<file path="src/rtl/fwm_pkg.sv">
package fwm_pkg;

    typedef enum logic [1:0] {
        REG_CTRL = 2'd0,
        REG_IEN  = 2'd1,
        REG_ERR  = 2'd2,
        REG_STAT = 2'd3
    } reg_sel_e;

    typedef struct packed {
        logic [1:0] rsvd;
        logic [2:0] tx_code;
        logic [2:0] rx_code;
    } ctrl_t;

    typedef struct packed {
        logic rx_unf;
        logic rx_ovf;
        logic tx_unf;
        logic tx_ovf;
    } err_t;

    localparam int THR_W = 8;

    // Coded watermark: code 0 is the small level, others step by 16 bytes
    function automatic logic [THR_W-1:0] wm_bytes(input logic [2:0] code);
        if (code == 3'd0)
            return 8'd4;
        return {1'b0, code, 4'b0000};
    endfunction

endpackage

</file>
<file path="src/rtl/fwm_fifo.sv">
module fwm_fifo #(
    parameter int DATA_W = 8,
    parameter int DEPTH  = 128,
    localparam int AW    = $clog2(DEPTH)
) (
    input  logic              clk,
    input  logic              rst,
    input  logic              push,
    input  logic [DATA_W-1:0] wdata,
    input  logic              pop,
    output logic [DATA_W-1:0] rdata,
    output logic              full,
    output logic              empty,
    output logic [AW:0]       level,
    output logic              ovf_evt,
    output logic              unf_evt
);
    logic [DATA_W-1:0] mem [DEPTH];
    logic [AW:0]       wr_ptr, rd_ptr;
    logic              do_push, do_pop;

    assign level   = wr_ptr - rd_ptr;
    assign full    = (level == (AW+1)'(DEPTH));
    assign empty   = (wr_ptr == rd_ptr);
    assign do_push = push && !full;
    assign do_pop  = pop && !empty;
    assign ovf_evt = push && full;
    assign unf_evt = pop && empty;
    assign rdata   = mem[rd_ptr[AW-1:0]];

    always_ff @(posedge clk) begin
        if (do_push)
            mem[wr_ptr[AW-1:0]] <= wdata;
    end

    always_ff @(posedge clk) begin
        if (rst) begin
            wr_ptr <= '0;
            rd_ptr <= '0;
        end else begin
            if (do_push) wr_ptr <= wr_ptr + 1'b1;
            if (do_pop)  rd_ptr <= rd_ptr + 1'b1;
        end
    end
endmodule

</file>
<file path="src/rtl/fwm_wm_flag.sv">
module fwm_wm_flag
    import fwm_pkg::*;
#(
    parameter int LVL_W = 8,
    parameter bit ABOVE = 1'b0
) (
    input  logic             clk,
    input  logic             rst,
    input  logic [LVL_W-1:0] level,
    input  logic [2:0]       code,
    output logic             flag
);
    logic [LVL_W-1:0] thr;
    logic             hit;

    assign thr = LVL_W'(wm_bytes(code));

    generate
        if (ABOVE) begin : g_above
            assign hit = (level > thr);
        end else begin : g_below
            assign hit = (level < thr);
        end
    endgenerate

    always_ff @(posedge clk) begin
        if (rst) flag <= 1'b0;
        else     flag <= hit;
    end
endmodule

</file>
<file path="src/rtl/fwm_regs.sv">
module fwm_regs
    import fwm_pkg::*;
(
    input  logic       clk,
    input  logic       rst,
    input  logic       wr,
    input  logic [1:0] addr,
    input  logic [7:0] wdata,
    input  err_t       evt,
    input  logic       tx_low,
    input  logic       rx_high,
    output ctrl_t      ctrl,
    output logic [1:0] ien,
    output logic [7:0] rdata
);
    err_t err, clr;

    assign clr = (wr && addr == REG_ERR) ? err_t'(wdata[3:0]) : err_t'(4'b0000);

    always_ff @(posedge clk) begin
        if (rst) begin
            ctrl <= '0;
            ien  <= '0;
            err  <= '0;
        end else begin
            if (wr && addr == REG_CTRL)
                ctrl <= '{rsvd: 2'b00, tx_code: wdata[5:3], rx_code: wdata[2:0]};
            if (wr && addr == REG_IEN)
                ien <= wdata[1:0];
            err <= (err & ~clr) | evt;
        end
    end

    always_comb begin
        case (addr)
            REG_CTRL: rdata = ctrl;
            REG_IEN:  rdata = {6'b0, ien};
            REG_ERR:  rdata = {4'b0, err};
            default:  rdata = {6'b0, rx_high, tx_low};
        endcase
    end
endmodule

</file>
<file path="src/rtl/fwm_pair.sv">
module fwm_pair
    import fwm_pkg::*;
#(
    parameter int DATA_W = 8,
    parameter int DEPTH  = 128,
    localparam int LVL_W = $clog2(DEPTH) + 1
) (
    input  logic              clk,
    input  logic              rst,
    input  logic              reg_wr,
    input  logic [1:0]        reg_addr,
    input  logic [7:0]        reg_wdata,
    output logic [7:0]        reg_rdata,
    input  logic              tx_push,
    input  logic [DATA_W-1:0] tx_data,
    input  logic              tx_pop,
    output logic [DATA_W-1:0] tx_q,
    output logic              tx_full,
    output logic              tx_empty,
    input  logic              rx_push,
    input  logic [DATA_W-1:0] rx_data,
    input  logic              rx_pop,
    output logic [DATA_W-1:0] rx_q,
    output logic              rx_full,
    output logic              rx_empty,
    output logic              tx_low,
    output logic              rx_high,
    output logic              irq
);
    logic [LVL_W-1:0] tx_level, rx_level;
    err_t             evt;
    ctrl_t            ctrl;
    logic [1:0]       ien;

    fwm_fifo #(.DATA_W(DATA_W), .DEPTH(DEPTH)) i_tx_fifo (
        .clk(clk), .rst(rst), .push(tx_push), .wdata(tx_data), .pop(tx_pop),
        .rdata(tx_q), .full(tx_full), .empty(tx_empty), .level(tx_level),
        .ovf_evt(evt.tx_ovf), .unf_evt(evt.tx_unf)
    );

    fwm_fifo #(.DATA_W(DATA_W), .DEPTH(DEPTH)) i_rx_fifo (
        .clk(clk), .rst(rst), .push(rx_push), .wdata(rx_data), .pop(rx_pop),
        .rdata(rx_q), .full(rx_full), .empty(rx_empty), .level(rx_level),
        .ovf_evt(evt.rx_ovf), .unf_evt(evt.rx_unf)
    );

    fwm_wm_flag #(.LVL_W(LVL_W), .ABOVE(1'b0)) i_tx_flag (
        .clk(clk), .rst(rst), .level(tx_level), .code(ctrl.tx_code), .flag(tx_low)
    );

    fwm_wm_flag #(.LVL_W(LVL_W), .ABOVE(1'b1)) i_rx_flag (
        .clk(clk), .rst(rst), .level(rx_level), .code(ctrl.rx_code), .flag(rx_high)
    );

    fwm_regs i_regs (
        .clk(clk), .rst(rst), .wr(reg_wr), .addr(reg_addr), .wdata(reg_wdata),
        .evt(evt), .tx_low(tx_low), .rx_high(rx_high),
        .ctrl(ctrl), .ien(ien), .rdata(reg_rdata)
    );

    assign irq = (tx_low & ien[0]) | (rx_high & ien[1]);
endmodule

</file>
<file path="config.mk">
export PLATFORM = sky130hd
export DESIGN_NAME = fwm_pair
export DESIGN_NICKNAME = d
export VERILOG_FILES = /design/src/rtl/fwm_pkg.sv /design/src/rtl/fwm_fifo.sv /design/src/rtl/fwm_wm_flag.sv /design/src/rtl/fwm_regs.sv /design/src/rtl/fwm_pair.sv
export SDC_FILE = /design/constraint.sdc
export NUM_CORES = 2
export LEC_CHECK = 0
export CAP_MARGIN = 20
export CORE_AREA = 2 2 526 528
export DETAILED_ROUTE_END_ITERATION = 8
export DIE_AREA = 0 0 528 530
export GPL_ROUTABILITY_DRIVEN = 1
export PLACE_DENSITY = 0.48
export SYNTH_ARGS = -nofsm -noshare
export SYNTH_HDL_FRONTEND = slang
export SYNTH_SLANG_ARGS = --single-unit
</file>
<file path="constraint.sdc">
create_clock -name clk -period 3.16 [get_ports clk]
set_clock_uncertainty 0.1 [all_clocks]
set_input_delay 0.632 -clock clk [delete_from_list [all_inputs] [get_ports clk]]
set_output_delay 0.632 -clock clk [all_outputs]
set_load 0.02 [all_outputs]
</file>
==> qor.log <==
qor: timing.unrepaired_setup_endpoints_after_global_routing true
qor: outcome.violated_checks negative setup slack
qor: timing.timing.final.crit_share 147%
qor: timing.relSlewSlack 32.1%
qor: timing.post-route-min-period 4.63 ns
qor: layout.drive_above_1_share 43.7%
qor: power_and_ir_drop.vdd_ir_drop_max 0.441 mV
qor: cts.clock_tree.buffer_depth 4
qor: outcome.outcome finished with violations
qor: yosys.asyncSetResetFlopFracSynth 0%
qor: hold_path.min_path_type input port to register
qor: floorplan.io-pin-count 64
qor: critical_path.path_class register to primary output
qor: cts.htree_levels 4
qor: critical_path.end_kind primary output
qor: yosys.synth.lib_cells_used.distinct 58
qor: critical_path.critical_path_arrival 3.90 ns
qor: critical_path.cp.required 2.43 ns
qor: timing.max_slew.worst_pin.slew 1.02 ns
qor: power_and_ir_drop.p_leak 31.9 nW
qor: timing.hold_viol 0
qor: detailed_routing.drcViolationCount 0
qor: layout.layout.core_utilization 37.9%
qor: timing.pins_over_slew_limit 0
qor: global_routing.grt_remaining_overflow 0
qor: detailed_routing.met2_wirelength 107000 um
qor: placement.placement.io_buffers 59
qor: placement.placedCellCount 7657
qor: detailed_routing.via_count 40200
qor: power_and_ir_drop.power.density 650 nW/um2
qor: floorplan.chipWidth 528 um
qor: yosys.mappedNetlistArea 82000 um2
qor: cts.hold_buffers 0
qor: detailed_routing.routed_via_density 4.86
qor: detailed_routing.post_detailed_route_count_of_antenna_violating_nets 0
qor: detailed_routing.dr_iter_0_viols 3238
qor: layout.num-nets-final 4544
qor: detailed_routing.totalWireLength 215000 um
qor: layout.layout-area-overhead-vs-synth 27.1%
qor: layout.finalInstanceArea 104000 um2
qor: detailed_routing.detail_route.first_pass.iterations 6
qor: floorplan.core_area 275000 um2
qor: placement.post-place-ws -1.03 ns
qor: global_routing.antenna_violations_before_repair 5
qor: power_and_ir_drop.total_power_after_layout 67.7 mW
qor: timing.clock.fmax 216 MHz
qor: cts.path_clk_slew 0.07 ns
qor: detailed_routing.maxUsedRoutingLayer met4
qor: yosys.syn_inst 3695
qor: placement.post_dp_cell_area 91900 um2
qor: global_routing.grt_first_pass_wirelength 303000 um
qor: floorplan.std_cell_rows 193
qor: yosys.synth_area_leader_cell edfxtp_1
qor: timing.finalWorstSetupSlack -1.47 ns
qor: cts.clock_insertion_delay_worst_skew 0.88 ns
qor: placement.dpl.hpwl 134000 um
qor: placement.routabilityCongestion 0.764
qor: detailed_routing.post_drt_wl_per_cell 26.0 um
qor: yosys.yosysWarningCount 0
qor: yosys.number_of_flops_mapped_to_enable_cells_by_yosys 2048
qor: layout.final-instance-count-excl-fill 8274
qor: yosys.postSynthAreaPerCell 22.2 um2
qor: yosys.ys_seq_elements 2108
qor: global_routing.grt_start_max_net_pins 129
qor: timing.timing.final.setup_violations 1176
qor: floorplan.design.die.area 280000 um2
qor: cts.cts-buffers-inserted 225
qor: cts.clock_tree.root_cell clkbuf_16
qor: critical_path.critPathLaunchType register
qor: yosys.synth_top_cells_by_area edfxtp_1 (75%), mux4_2 (17%), dfxtp_1 (1.5%), nor2_1 (1.5%), a22oi_1 (0.62%)
qor: floorplan.initial_utilization 29.8%
qor: cts.tritoncts_clock_tree yes
qor: job.max_cap_violations 0
qor: detailed_routing.wirelength_met1 93600 um
qor: global_routing.globalRouteTotalUtil 14.9%
qor: yosys.synth-seq-area-share 76.4%
qor: global_routing.grt_pass1_vias 41200
qor: detailed_routing.met3_length 9730 um
qor: cts.clock_sinks 2108
qor: critical_path.critPathMaxFanout 11
qor: yosys.post-synth-top-area-fraction 75.0%
qor: floorplan.die_h 530 um
qor: yosys.synth-main-ff-cell edfxtp_1
[layout by cell type, fill, tap and decap left out, types with 10 or more instances in the layout]
master,synthesis,final
buf_12,0,166
nand3_1,24,20
bufinv_16,0,21
clkinv_2,0,44
a22oi_2,0,41
buf_6,1,94
xnor2_1,17,16
o21ai_0,14,14
o211ai_1,19,19
a22oi_1,68,27
nor2b_1,22,20
mux4_2,626,626
nor3_1,10,10
nor2_2,0,13
edfxtp_1,2048,2048
buf_4,6,418
dfxtp_1,60,42
clkinv_1,0,50
clkbuf_16,0,238
ha_1,25,15
clkinvlp_4,0,12
buf_16,0,21
nor2_4,0,223
inv_1,26,17
ha_4,0,10
clkdlybuf4s50_1,0,22
buf_8,0,29
clkbuf_1,100,40
mux2i_1,39,33
nand2_1,45,45
nor2_1,318,82
a21oi_1,26,24
dfxtp_2,0,12
nand4_1,25,25
[path summary, 6_finish.rpt]
check,cells past startpoint,slack (ns),start,endpoint
hold / removal,1,0.09,tx_data[2],i_tx_fifo.mem[88][2]
setup reg to reg,14,-0.31,i_tx_fifo.rd_ptr[1],i_tx_fifo.mem[113][6]
setup / recovery,8,-1.47,register,rx_q[7]
hold reg to reg,2,0.41,i_regs.err[3],i_regs.err[3]
[synthesized netlist by cell type, types with 26 or more instances]
master       n
nand2_1     45
mux4_2     626
dfxtp_1     60
nor2_1     318
a22oi_1     68
buf_2       58
edfxtp_1  2048
a21oi_1     26
buf_1       35
clkbuf_1   100
inv_1       26
mux2i_1     39
[worst max-delay path: stages, from the launching register on]
cell	delay [ns]
dfxtp_4	0.38
buf_12	0.14
buf_12	0.15
buf_16	0.16
mux4_2	0.51
mux4_2	0.54
a22oi_2	0.37
nand4_1	0.43
buf_4	0.31
[per-layer routing]
| layer | up-vias | global-route usage [%] |
|---|---|---|
| li1 | 17200 | - |
| met2 | 937 | 25.0 |
| met4 | 0 | 3.79 |
| met5 | - | 0 |
| met1 | 21800 | 20.3 |
| met3 | 264 | 2.32 |
[what timing repair did]
action | CTS | global route
gates resized for setup | 370 | 472
pin swaps | 64 | 131
cloned | 12 | 8
endpoints found under the hold margin | 0 | 0
buffers inserted | 73 | 133
setup endpoints to repair | 2068 | 2067
[area by class of cell]
class | count | area [um2]
antenna | 2 | 5.00
clock buffer | 266 | 5810
clock inverter | 140 | 1310
fill | 24800 | 171000
inverter | 26 | 97.6
multi-input combinational | 1360 | 20600
sequential | 2108 | 62700
tap | 3607 | 4510
timing repair buffer | 765 | 9120
[state kept, by name, summed over array words and instances, names as in the netlist, named ones only]
name,cells
i_regs.ien,2
i_tx_flag.flag,1
i_rx_fifo.wr_ptr,8
i_rx_fifo.mem,1024
i_tx_fifo.rd_ptr,8
i_regs.ctrl,6
i_rx_flag.flag,1
i_tx_fifo.mem,1024
i_tx_fifo.wr_ptr,8
i_rx_fifo.rd_ptr,8
i_regs.err,4
[power by group]
group / internal [mW] / total, mW / switching (mW)
logic: 5.95 / 11.1 / 5.10
clock network: 14.8 / 25.8 / 11.0
registers: 30.8 / 30.9 / 0.0927
[stage by stage]
step / hold WS [ns] / setup TNS (ns)
finish: 0.0876 / -144.15
detailed placement: 0.403 / -568.18
global placement: 0.384 / -597.06
floorplan: 0.360 / -11.14
global route: 0.0451 / -316.16
CTS: 0.0207 / -444.03
[logic make-up (layout without fill, tap and decap cells)]
kind of cell / Yosys count / in the layout / synth area share [%]
muxes: 666 / 666 / 17.7
buffers and inverters: 228 / 1197 / 1.17
AOI/OAI and AO/OA: 150 / 150 / 1.34
other: 1 / 4 / 0.00457
adders and majority gates: 25 / 25 / 0.381
and+or+nand+nor: 491 / 491 / 2.70
DFF: 2108 / 2108 / 76.4
xor gates and xnor gates: 26 / 26 / 0.278
(Power assumes the default switching activity.)
